--- src/rtl/lcd_host_pkg.sv ---
package lcd_host_pkg;
  localparam int unsigned LCD_DW = 8;
  localparam int unsigned LCD_NW = LCD_DW / 2;
  localparam int unsigned LCD_AW = LCD_DW - 1;

  typedef logic [LCD_DW-1:0] bus_byte_t;
  typedef logic [LCD_NW-1:0] bus_nib_t;

  typedef enum logic [1:0] {
    OP_WR_INSTR = 2'b00,
    OP_RD_STAT  = 2'b01,
    OP_WR_DATA  = 2'b10,
    OP_RD_DATA  = 2'b11
  } bus_op_e;

  function automatic bus_op_e decode_op(input logic rs, input logic rw);
    return bus_op_e'({rs, rw});
  endfunction

  function automatic logic is_width_cmd(input bus_byte_t b);
    return b[LCD_DW-1:LCD_DW-3] == 3'b001;
  endfunction

  function automatic bus_byte_t status_byte(input logic busy, input logic [LCD_AW-1:0] ac);
    return {busy, ac};
  endfunction

  function automatic bus_byte_t join_nibbles(input bus_nib_t hi, input bus_nib_t lo);
    return {hi, lo};
  endfunction

  function automatic bus_byte_t place_nibble(input bus_byte_t v, input logic low_half);
    bus_nib_t n;
    n = low_half ? v[LCD_NW-1:0] : v[LCD_DW-1:LCD_NW];
    return {n, {LCD_NW{1'b0}}};
  endfunction
endpackage

--- src/rtl/lcd_sync.sv ---
module lcd_sync #(
  parameter int unsigned W      = 11,
  parameter int unsigned STAGES = 2
) (
  input  logic         clk,
  input  logic         rst_n,
  input  logic [W-1:0] d,
  output logic [W-1:0] q
);
  logic [STAGES-1:0][W-1:0] stg;

  always_ff @(posedge clk or negedge rst_n) begin
    if (!rst_n) begin
      stg <= '0;
    end else begin
      stg[0] <= d;
      for (int i = 1; i < STAGES; i++) stg[i] <= stg[i-1];
    end
  end

  assign q = stg[STAGES-1];
endmodule

--- src/rtl/lcd_xfer_framer.sv ---
module lcd_xfer_framer
  import lcd_host_pkg::*;
(
  input  logic      clk,
  input  logic      rst_n,
  input  logic      e_s,
  input  logic      rs_s,
  input  logic      rw_s,
  input  bus_byte_t db_s,
  output logic      e_fall,
  output logic      snap_en,
  output logic      low_sel,
  output logic      wide_mode,
  output logic      nib_phase,
  output logic      cmd_valid,
  output logic      cmd_is_data,
  output bus_byte_t cmd_byte,
  output logic      rd_advance
);
  logic      e_prev;
  logic      e_rise;
  bus_nib_t  hi_q;
  bus_op_e   op;
  logic      is_write;
  logic      byte_done;
  bus_byte_t assembled;

  always_ff @(posedge clk or negedge rst_n) begin
    if (!rst_n) e_prev <= 1'b0;
    else        e_prev <= e_s;
  end

  assign e_rise    = e_s & ~e_prev;
  assign e_fall    = ~e_s & e_prev;
  assign op        = decode_op(rs_s, rw_s);
  assign is_write  = (op == OP_WR_INSTR) || (op == OP_WR_DATA);
  assign byte_done = wide_mode | nib_phase;
  assign assembled = wide_mode ? db_s : join_nibbles(hi_q, db_s[LCD_DW-1:LCD_NW]);
  assign snap_en   = e_rise & (wide_mode | ~nib_phase);
  assign low_sel   = ~wide_mode & nib_phase;

  always_ff @(posedge clk or negedge rst_n) begin
    if (!rst_n) begin
      wide_mode   <= 1'b1;
      nib_phase   <= 1'b0;
      hi_q        <= '0;
      cmd_valid   <= 1'b0;
      cmd_is_data <= 1'b0;
      cmd_byte    <= '0;
      rd_advance  <= 1'b0;
    end else begin
      cmd_valid  <= 1'b0;
      rd_advance <= 1'b0;
      if (e_fall) begin
        if (!wide_mode) nib_phase <= ~nib_phase;
        if (!wide_mode && !nib_phase && is_write) hi_q <= db_s[LCD_DW-1:LCD_NW];
        if (byte_done) begin
          if (is_write) begin
            cmd_valid   <= 1'b1;
            cmd_is_data <= rs_s;
            cmd_byte    <= assembled;
            if (op == OP_WR_INSTR && is_width_cmd(assembled)) begin
              wide_mode <= assembled[LCD_NW];
              if (assembled[LCD_NW]) nib_phase <= 1'b0;
            end
          end else if (op == OP_RD_DATA) begin
            rd_advance <= 1'b1;
          end
        end
      end
    end
  end
endmodule

--- src/rtl/lcd_read_path.sv ---
module lcd_read_path
  import lcd_host_pkg::*;
(
  input  logic              clk,
  input  logic              rst_n,
  input  logic              e_s,
  input  logic              rs_s,
  input  logic              rw_s,
  input  logic              snap_en,
  input  logic              low_sel,
  input  logic              wide_mode,
  input  logic              core_busy,
  input  logic              cmd_valid,
  input  logic [LCD_AW-1:0] core_ac,
  input  logic              fill_valid,
  input  bus_byte_t         fill_data,
  output bus_byte_t         dr_q,
  output bus_byte_t         db_out,
  output logic              db_oe
);
  bus_byte_t snap_q;
  bus_byte_t snap_src;

  assign snap_src = rs_s ? dr_q : status_byte(core_busy | cmd_valid, core_ac);

  always_ff @(posedge clk or negedge rst_n) begin
    if (!rst_n) begin
      dr_q   <= '0;
      snap_q <= '0;
    end else begin
      if (fill_valid) dr_q   <= fill_data;
      if (snap_en)    snap_q <= snap_src;
    end
  end

  assign db_out = wide_mode ? snap_q : place_nibble(snap_q, low_sel);
  assign db_oe  = e_s & rw_s;
endmodule

--- src/rtl/lcd_host_if.sv ---
module lcd_host_if
  import lcd_host_pkg::*;
#(
  parameter int unsigned SYNC_STAGES = 2
) (
  input  logic              clk,
  input  logic              rst_n,
  input  logic              host_e,
  input  logic              host_rs,
  input  logic              host_rw,
  input  logic [LCD_DW-1:0] host_db_in,
  output logic [LCD_DW-1:0] host_db_out,
  output logic              host_db_oe,
  input  logic              core_busy,
  input  logic [LCD_AW-1:0] core_ac,
  input  logic              fill_valid,
  input  logic [LCD_DW-1:0] fill_data,
  output logic              cmd_valid,
  output logic              cmd_is_data,
  output logic [LCD_DW-1:0] cmd_byte,
  output logic              rd_advance
);
  localparam int unsigned SW = LCD_DW + 3;

  logic [SW-1:0] sync_q;
  logic          e_s, rs_s, rw_s;
  bus_byte_t     db_s;
  logic          e_fall, snap_en, low_sel, wide_mode, nib_phase;
  bus_byte_t     dr_q;

  lcd_sync #(.W(SW), .STAGES(SYNC_STAGES)) u_sync (
    .clk(clk), .rst_n(rst_n),
    .d({host_e, host_rs, host_rw, host_db_in}),
    .q(sync_q)
  );

  assign {e_s, rs_s, rw_s, db_s} = sync_q;

  lcd_xfer_framer u_framer (
    .clk(clk), .rst_n(rst_n),
    .e_s(e_s), .rs_s(rs_s), .rw_s(rw_s), .db_s(db_s),
    .e_fall(e_fall), .snap_en(snap_en), .low_sel(low_sel),
    .wide_mode(wide_mode), .nib_phase(nib_phase),
    .cmd_valid(cmd_valid), .cmd_is_data(cmd_is_data), .cmd_byte(cmd_byte),
    .rd_advance(rd_advance)
  );

  lcd_read_path u_read (
    .clk(clk), .rst_n(rst_n),
    .e_s(e_s), .rs_s(rs_s), .rw_s(rw_s),
    .snap_en(snap_en), .low_sel(low_sel), .wide_mode(wide_mode),
    .core_busy(core_busy), .cmd_valid(cmd_valid), .core_ac(core_ac),
    .fill_valid(fill_valid), .fill_data(fill_data),
    .dr_q(dr_q), .db_out(host_db_out), .db_oe(host_db_oe)
  );
endmodule

--- config.mk ---
export PLATFORM = sky130hd
export DESIGN_NAME = lcd_host_if
export DESIGN_NICKNAME = d
export VERILOG_FILES = /design/src/rtl/lcd_host_pkg.sv /design/src/rtl/lcd_sync.sv /design/src/rtl/lcd_xfer_framer.sv /design/src/rtl/lcd_read_path.sv /design/src/rtl/lcd_host_if.sv
export SDC_FILE = /design/constraint.sdc
export NUM_CORES = 1
export LEC_CHECK = 0
export ABC_AREA = 0
export CAP_MARGIN = 20
export CELL_PAD_IN_SITES_DETAIL_PLACEMENT = 0
export CELL_PAD_IN_SITES_GLOBAL_PLACEMENT = 1
export CORE_MARGIN = 5
export CORE_UTILIZATION = 35
export CTS_CLUSTER_SIZE = 25
export DETAILED_ROUTE_END_ITERATION = 10
export PLACE_DENSITY_LB_ADDON = 0.1
export SETUP_SLACK_MARGIN = 0.15
export SLEW_MARGIN = 20
export SYNTH_ARGS = -nofsm -noshare
export SYNTH_HDL_FRONTEND = slang
export SYNTH_SLANG_ARGS = --single-unit
export TNS_END_PERCENT = 1
--- constraint.sdc ---
create_clock -name clk -period 2.3 [get_ports clk]
set_clock_uncertainty 0.05 [all_clocks]
set_input_delay 0.575 -clock clk [delete_from_list [all_inputs] [get_ports clk]]
set_output_delay 0.575 -clock clk [all_outputs]
set_load 0.1 [all_outputs]
==> results of run 1 <==
==> through the flow <==
step	hold slack, ps	TNS, ps	instances
5_1_grt	210.1	-263.6	288
2_1_floorplan	229.4	0	155
4_1_cts	188.9	-116.0	287
6_report	176.2	-59.79	288
3_3_place_gp	282.6	0	277
3_5_place_dp	284.7	0	277
==> registers in the layout (all words and copies together) (netlist names) <==
register,count
u_framer.rd_advance,1
u_framer.nib_phase,1
u_framer.cmd_byte,8
u_framer.cmd_valid,1
u_sync.q,11
u_framer.e_prev,1
u_read.dr_q,8
u_sync.stg,11
u_framer.wide_mode,1
u_read.snap_q,8
u_framer.cmd_is_data,1
u_framer.hi_q,4
==> worst max-delay path, delay by kind of cell, from the launching register on <==
family / cells / cell delay [ps]
adder cells (fa/ha/maj): 1 / 140
buffers and inverters: 2 / 210
flip-flops: 1 / 570
multiplexers: 1 / 320
AND/OR/NAND/NOR: 1 / 150
==> logic make-up (layout without fill, tap and decap cells) <==
logic type               after synthesis  after routing  synth area share
flip-flops                            56             56            0.6586
multiplexers                          34             34            0.1710
AND/OR/NAND/NOR                       33             33           0.08578
AO/OA/AOI/OAI                         20             20           0.05053
buffers and inverters                 10             68           0.02232
adder cells (fa/ha/maj)                2              2           0.01175
==> layout make-up <==
class                           instances  area (um2)  area share
Sequential cell                        56        1403      0.4756
Multi-Input combinational cell         89       724.4      0.2457
Timing Repair Buffer                   57       624.3      0.2117
Tap cell                               75       93.84     0.03182
Clock buffer                            5       68.82     0.02333
Clock inverter                          3       21.27    0.007213
Inverter                                3       13.76    0.004667
==> synthesized netlist by cell type (all sizes together) <==
library cell	n
o21ai	1
or3b	1
nor3	1
dfrtp	55
nor2	17
nand2b	1
inv	3
or3	1
dfstp	1
clkbuf	1
buf	6
a21oi	17
nand2	2
a41oi	2
nor2b	1
and2	5
nor3b	3
nor4b	1
mux2	19
ha	2
mux2i	15
==> worst max-delay path by stage <==
stage,end,from,slack (ps)
2_1_floorplan,host_db_out[1],u_framer.wide_mode,140
3_3_place_gp,host_db_out[7],u_framer.wide_mode,300
3_5_place_dp,host_db_out[7],u_framer.wide_mode,290
4_1_cts,host_db_out[7],u_framer.wide_mode,-30
5_1_grt,host_db_out[7],u_framer.wide_mode,-70
6_report,host_db_out[7],u_framer.wide_mode,-20
==> per-layer routing <==
metal,track usage,routed length [um]
met1,0.1413,1696
met5,0,0
met3,0.03010,235
met4,0.03766,46
met2,0.1870,2094
==> timing repair <==
action | in CTS | in global routing
gates resized for setup | 1 | 0
hold endpoints to repair | 0 | 0
setup endpoints to repair | 7 | 5
setup buffers | 2 | 1
==> out/qor.yml, run 1 <==
outcome:
  status: "complete, but fails checks"
  violations: "negative setup slack"
drt:
  ant_nets: 0
  wl_um: 4073
  drtIter0Drc: 35
  wire_per_inst_um: 14.14
  route.vias.total: 1342
  first_pass_iters: 6
  via_per_inst: 4.660
  drc: 0
clock_tree:
  cts_hold_buf: 0
  cts.sinks: 56
  clock_latency_ps: 310
  cts_buffers: 5
  htreeDepth: 2
  clk_pin_slew_ps: 100
  root_buffer: "clkbuf_8"
  cts_tree: "done"
  cts_buffer_depth: 2
min_path:
  worstHoldPathType: "in2async"
place:
  post_dp_cell_area_um2: 2833
  place.gp.congestion: 0.6867
  numPortBuffers: 49
  dp_hpwl_um: 3022
  pre_cts_slack_ps: 291.1
die:
  die_x_um: 88
  num_rows: 28
  die_h_um: 88
  core-area_um2: 5921
  die_area_um2: 7744
  start_util: 0.3597
  io_pins: 50
synthesis:
  synth.area.top_cells: "dfrtp_1 65%, mux2_2 10%, mux2i_1 7.1%, a21oi_1 4.0%, nor2_1 3.0%"
  yosysSeqAreaShare: 0.6586
  post_synth_inst_count: 155
  synth_warnings: 0
  synthesis.area_um2: 2130
  synth_largest_area_cell: "dfrtp_1"
  synth.top_cell.area_share: 0.6463
  synth_cell_types: 23
  ys_seq_elements: 56
  synth_fp_nets: 187
  synth.avg_cell_area_um2: 13.74
cells_and_area:
  mostFrequentLayoutCells: "55 x dfrtp_1, 28 x clkdlybuf4s50_1, 17 x nor2_1, 17 x a21oi_1, 17 x buf_4"
  fin_nets: 244
  fin_util: 0.4981
  diodes: 0
  area_growth_pct: 38.48
  design_area_um2: 2949
  drive_gt1_frac: 0.3005
  fill_cells: 527
  final_common_cell: "dfrtp_1"
sta:
  setup_viol: 4
  period_share: 1.009
  hold_viol_final: 0
  max_freq_mhz: 430.9
  slew_headroom: 0.5847
  rsz0062_at_grt: "yes"
  slew_viol_final: 0
  fin_crit_ps: 2321
  worst_pin_slew_ps: 623.0
  worst_slack_ps: -20.54
global_routing:
  groute.usage.overall: 0.1121
  grt_start_max_net_pins: 37
  gr-total-overflow: 0
  grt_antenna_before_repair: 0
  grt_pass1_vias: 1371
  grt_pass1_wl_um: 6679
worst_setup_path:
  critPathSlowestCell: "dfstp_2"
  reg2reg_to: "u_framer.cmd_is_data"
  arrival_ps: 1700
  cp_max_fo: 4
  slowest_delay_ps: 570
  critPathRequiredTime_ps: 1670
  path_cells: "inv_4, ha_4, nor2b_4, mux2_4, buf_12"
  regToRegStartpoint: "u_framer.wide_mode"
  ff2ff_path_depth: 5
  worstSetupPathType: "reg2out"
  cp-start-kind: "flop"
  end_kind: "primary output"
  regToRegSetupSlack_ps: 290
run:
  drv_cap: 0
Power of run 1 is not shown: default switching activity piles up to over one toggle a cycle in this logic, so the estimate is an artifact.
==> run 2: changes to the inputs <==
--- a/config.mk
+++ b/config.mk
@@ -15,7 +15,7 @@
 export DETAILED_ROUTE_END_ITERATION = 10
 export PLACE_DENSITY_LB_ADDON = 0.1
 export SETUP_SLACK_MARGIN = 0.15
-export SLEW_MARGIN = 20
+export SLEW_MARGIN = 0
 export SYNTH_ARGS = -nofsm -noshare
 export SYNTH_HDL_FRONTEND = slang
 export SYNTH_SLANG_ARGS = --single-unit
==> results of run 2 <==
Same layout as run 1: the final DEF is identical, and so are final timing and power.
Power of run 2 is left out for the same reason.
==> run 3: changes to the inputs <==
--- a/config.mk
+++ b/config.mk
@@ -13,7 +13,7 @@
 export CORE_UTILIZATION = 35
 export CTS_CLUSTER_SIZE = 25
 export DETAILED_ROUTE_END_ITERATION = 10
-export PLACE_DENSITY_LB_ADDON = 0.1
+export PLACE_DENSITY = 0.72
 export SETUP_SLACK_MARGIN = 0.15
 export SLEW_MARGIN = 0
 export SYNTH_ARGS = -nofsm -noshare
==> run 3 against run 2 <==
The flow still finishes with violations (negative setup slack). Setup slack lost 1.2 ps. Non-clock buffer count is the same. Via count shrank 1.7%. Sequential cell count is the same. Die area is the same. Maximum frequency is essentially flat. Largest cell class unchanged.
==> out/qor.yml, run 3 (synthesized netlist as in run 1, its figures left out) <==
drt:
  drtIter0Drc: 44  # +26%
  route.vias.total: 1319  # -1.7%
  first_pass_iters: 4  # -2
  wire_per_inst_um: 14.66  # +3.6%
  via_per_inst: 4.580  # -1.7%
  drc: 0  # unchanged
  ant_nets: 0  # unchanged
  wl_um: 4221  # +3.6%
clock_tree:
  clock_latency_ps: 300  # about the same
  cts_tree: "done"
  cts_hold_buf: 0  # unchanged
  htreeDepth: 2  # unchanged
  cts_buffer_depth: 2  # unchanged
  cts_buffers: 5  # unchanged
  root_buffer: "clkbuf_8"
  clk_pin_slew_ps: 100  # about the same
  cts.sinks: 56  # unchanged
sta:
  hold_viol_final: 0  # unchanged
  worst_slack_ps: -21.73  # -1.189 ps
  holdWs_ps: 139.0  # -37.22 ps
  period_share: 1.009  # about the same
  slew_viol_final: 0  # unchanged
  worst_pin_slew_ps: 586.7  # -36.22 ps
  fin_crit_ps: 2322  # +1.189 ps
  setup_viol: 4  # unchanged
  rsz0062_at_grt: "yes"
  fin_tns_setup_ps: -75.94  # -16.15 ps
  slew_headroom: 0.6088  # +0.02415
  max_freq_mhz: 430.7  # about the same
worst_setup_path:
  end_kind: "primary output"
  arrival_ps: 1700  # about the same
  cp_max_fo: 4  # unchanged
  critPathSlowestCell: "dfstp_2"
  cp-start-kind: "flop"
  critPathRequiredTime_ps: 1670  # about the same
  path_cells: "inv_4, ha_4, nor2b_4, mux2_4, buf_12"
  regToRegStartpoint: "u_framer.wide_mode"
  worstSetupPathType: "reg2out"
  regToRegSetupSlack_ps: 270  # -20 ps
  cp-startpoint: "u_framer.wide_mode"
  slowest_delay_ps: 570  # about the same
die:
  io_pins: 50  # unchanged
  core-area_um2: 5921  # unchanged
  num_rows: 28  # unchanged
  start_util: 0.3597  # unchanged
  die_area_um2: 7744  # unchanged
  die_x_um: 88  # unchanged
  die_h_um: 88  # unchanged
cells_and_area:
  regArea_um2: 1403  # unchanged
  diodes: 0  # unchanged
  fin_util: 0.5006  # +0.002536
  fill_cells: 521  # -1.1%
  multi_input_area_um2: 737.0  # +1.7%
  stdcell_count: 288  # unchanged
  area_growth_pct: 39.19
  drive_gt1_frac: 0.3005  # unchanged
  fin_nets: 244  # unchanged
  final_common_cell: "dfrtp_1"
  mostFrequentLayoutCells: "55 x dfrtp_1, 28 x clkdlybuf4s50_1, 17 x nor2_1, 17 x a21oi_1, 16 x buf_4"
place:
  place.gp.congestion: 0.7092  # +3.3%
  dp_hpwl_um: 3172  # +5.0%
  numPortBuffers: 49  # unchanged
  place_inst: 277  # unchanged
global_routing:
  grt_pass1_vias: 1457  # +6.3%
  grt_pass1_wl_um: 7141  # +6.9%
  grt_antenna_before_repair: 0  # unchanged
  gr-total-overflow: 0  # unchanged
  groute.usage.overall: 0.1221  # +0.009964
  grt_start_max_net_pins: 25  # -32%
min_path:
  worstHoldPathType: "in2async"
run:
  drv_cap: 0  # unchanged
outcome:
  status: "complete, but fails checks"
  violations: "negative setup slack"
==> run 3: cell types whose count changed in the layout (fill, tap and decap cells not counted) <==
cell      before  now
clkbuf_1       0    1
inv_6          1    0
clkinv_2       1    0
buf_4         17   16
ha_1           1    0
ha_4           1    2
clkinv_4       0    1
buf_6          1    2
==> run 3: cell type report <==
cell class                 instances  area share
timing repair buffer              57      0.2119
clock buffer                       6     0.02448
clock inverter                     2    0.005488
multi-input combinational         89      0.2486
inverter                           3    0.004643
tap                               75     0.03166
sequential                        56      0.4732
==> run 3: per-stage QoR <==
step	setup slack (ps)	area (um2)
3_3_place_gp	313.9	2833
5_1_grt	-81.09	2964
2_1_floorplan	139.2	2181
6_report	-21.73	2964
3_5_place_dp	292.4	2833
4_1_cts	-32.81	2940
==> run 3: per-layer routing <==
layer / GRT usage / share of wire / up-vias
met3: 0.02822 / 0.033 / 7
met1: 0.1631 / 0.45 / 647
met4: 0.05858 / 0.018 / 0
met2: 0.1877 / 0.50 / 22
met5: 0 / 0 / -
li1: - / - / 643
==> run 3: what timing repair did <==
action                     CTS  global route
pin swaps                    0             1
gates cloned                 0             0
setup buffers                2             1
setup endpoints to repair    8            11
resized for setup            1             3
==> run 3: worst paths after layout <==
path | endpoint | cells after the start
setup / recovery | host_db_out[6] | 5
hold / removal | u_framer.cmd_byte[3] | 1
setup reg to reg | u_framer.cmd_byte[1] | 8
hold reg to reg | u_sync.q[1] | 0
max in group asynchronous | u_framer.wide_mode | 2
min in group clk | u_sync.q[1] | 0
==> run 3: worst max-delay path, delay by kind of cell, from the launching register on <==
family / cells / cell delay, ps
DFF: 1 / 570
buffers and inverters: 2 / 210
adders and majority gates: 1 / 140
muxes: 1 / 320
and+or+nand+nor: 1 / 140
Power of run 3 is left out for the same reason.
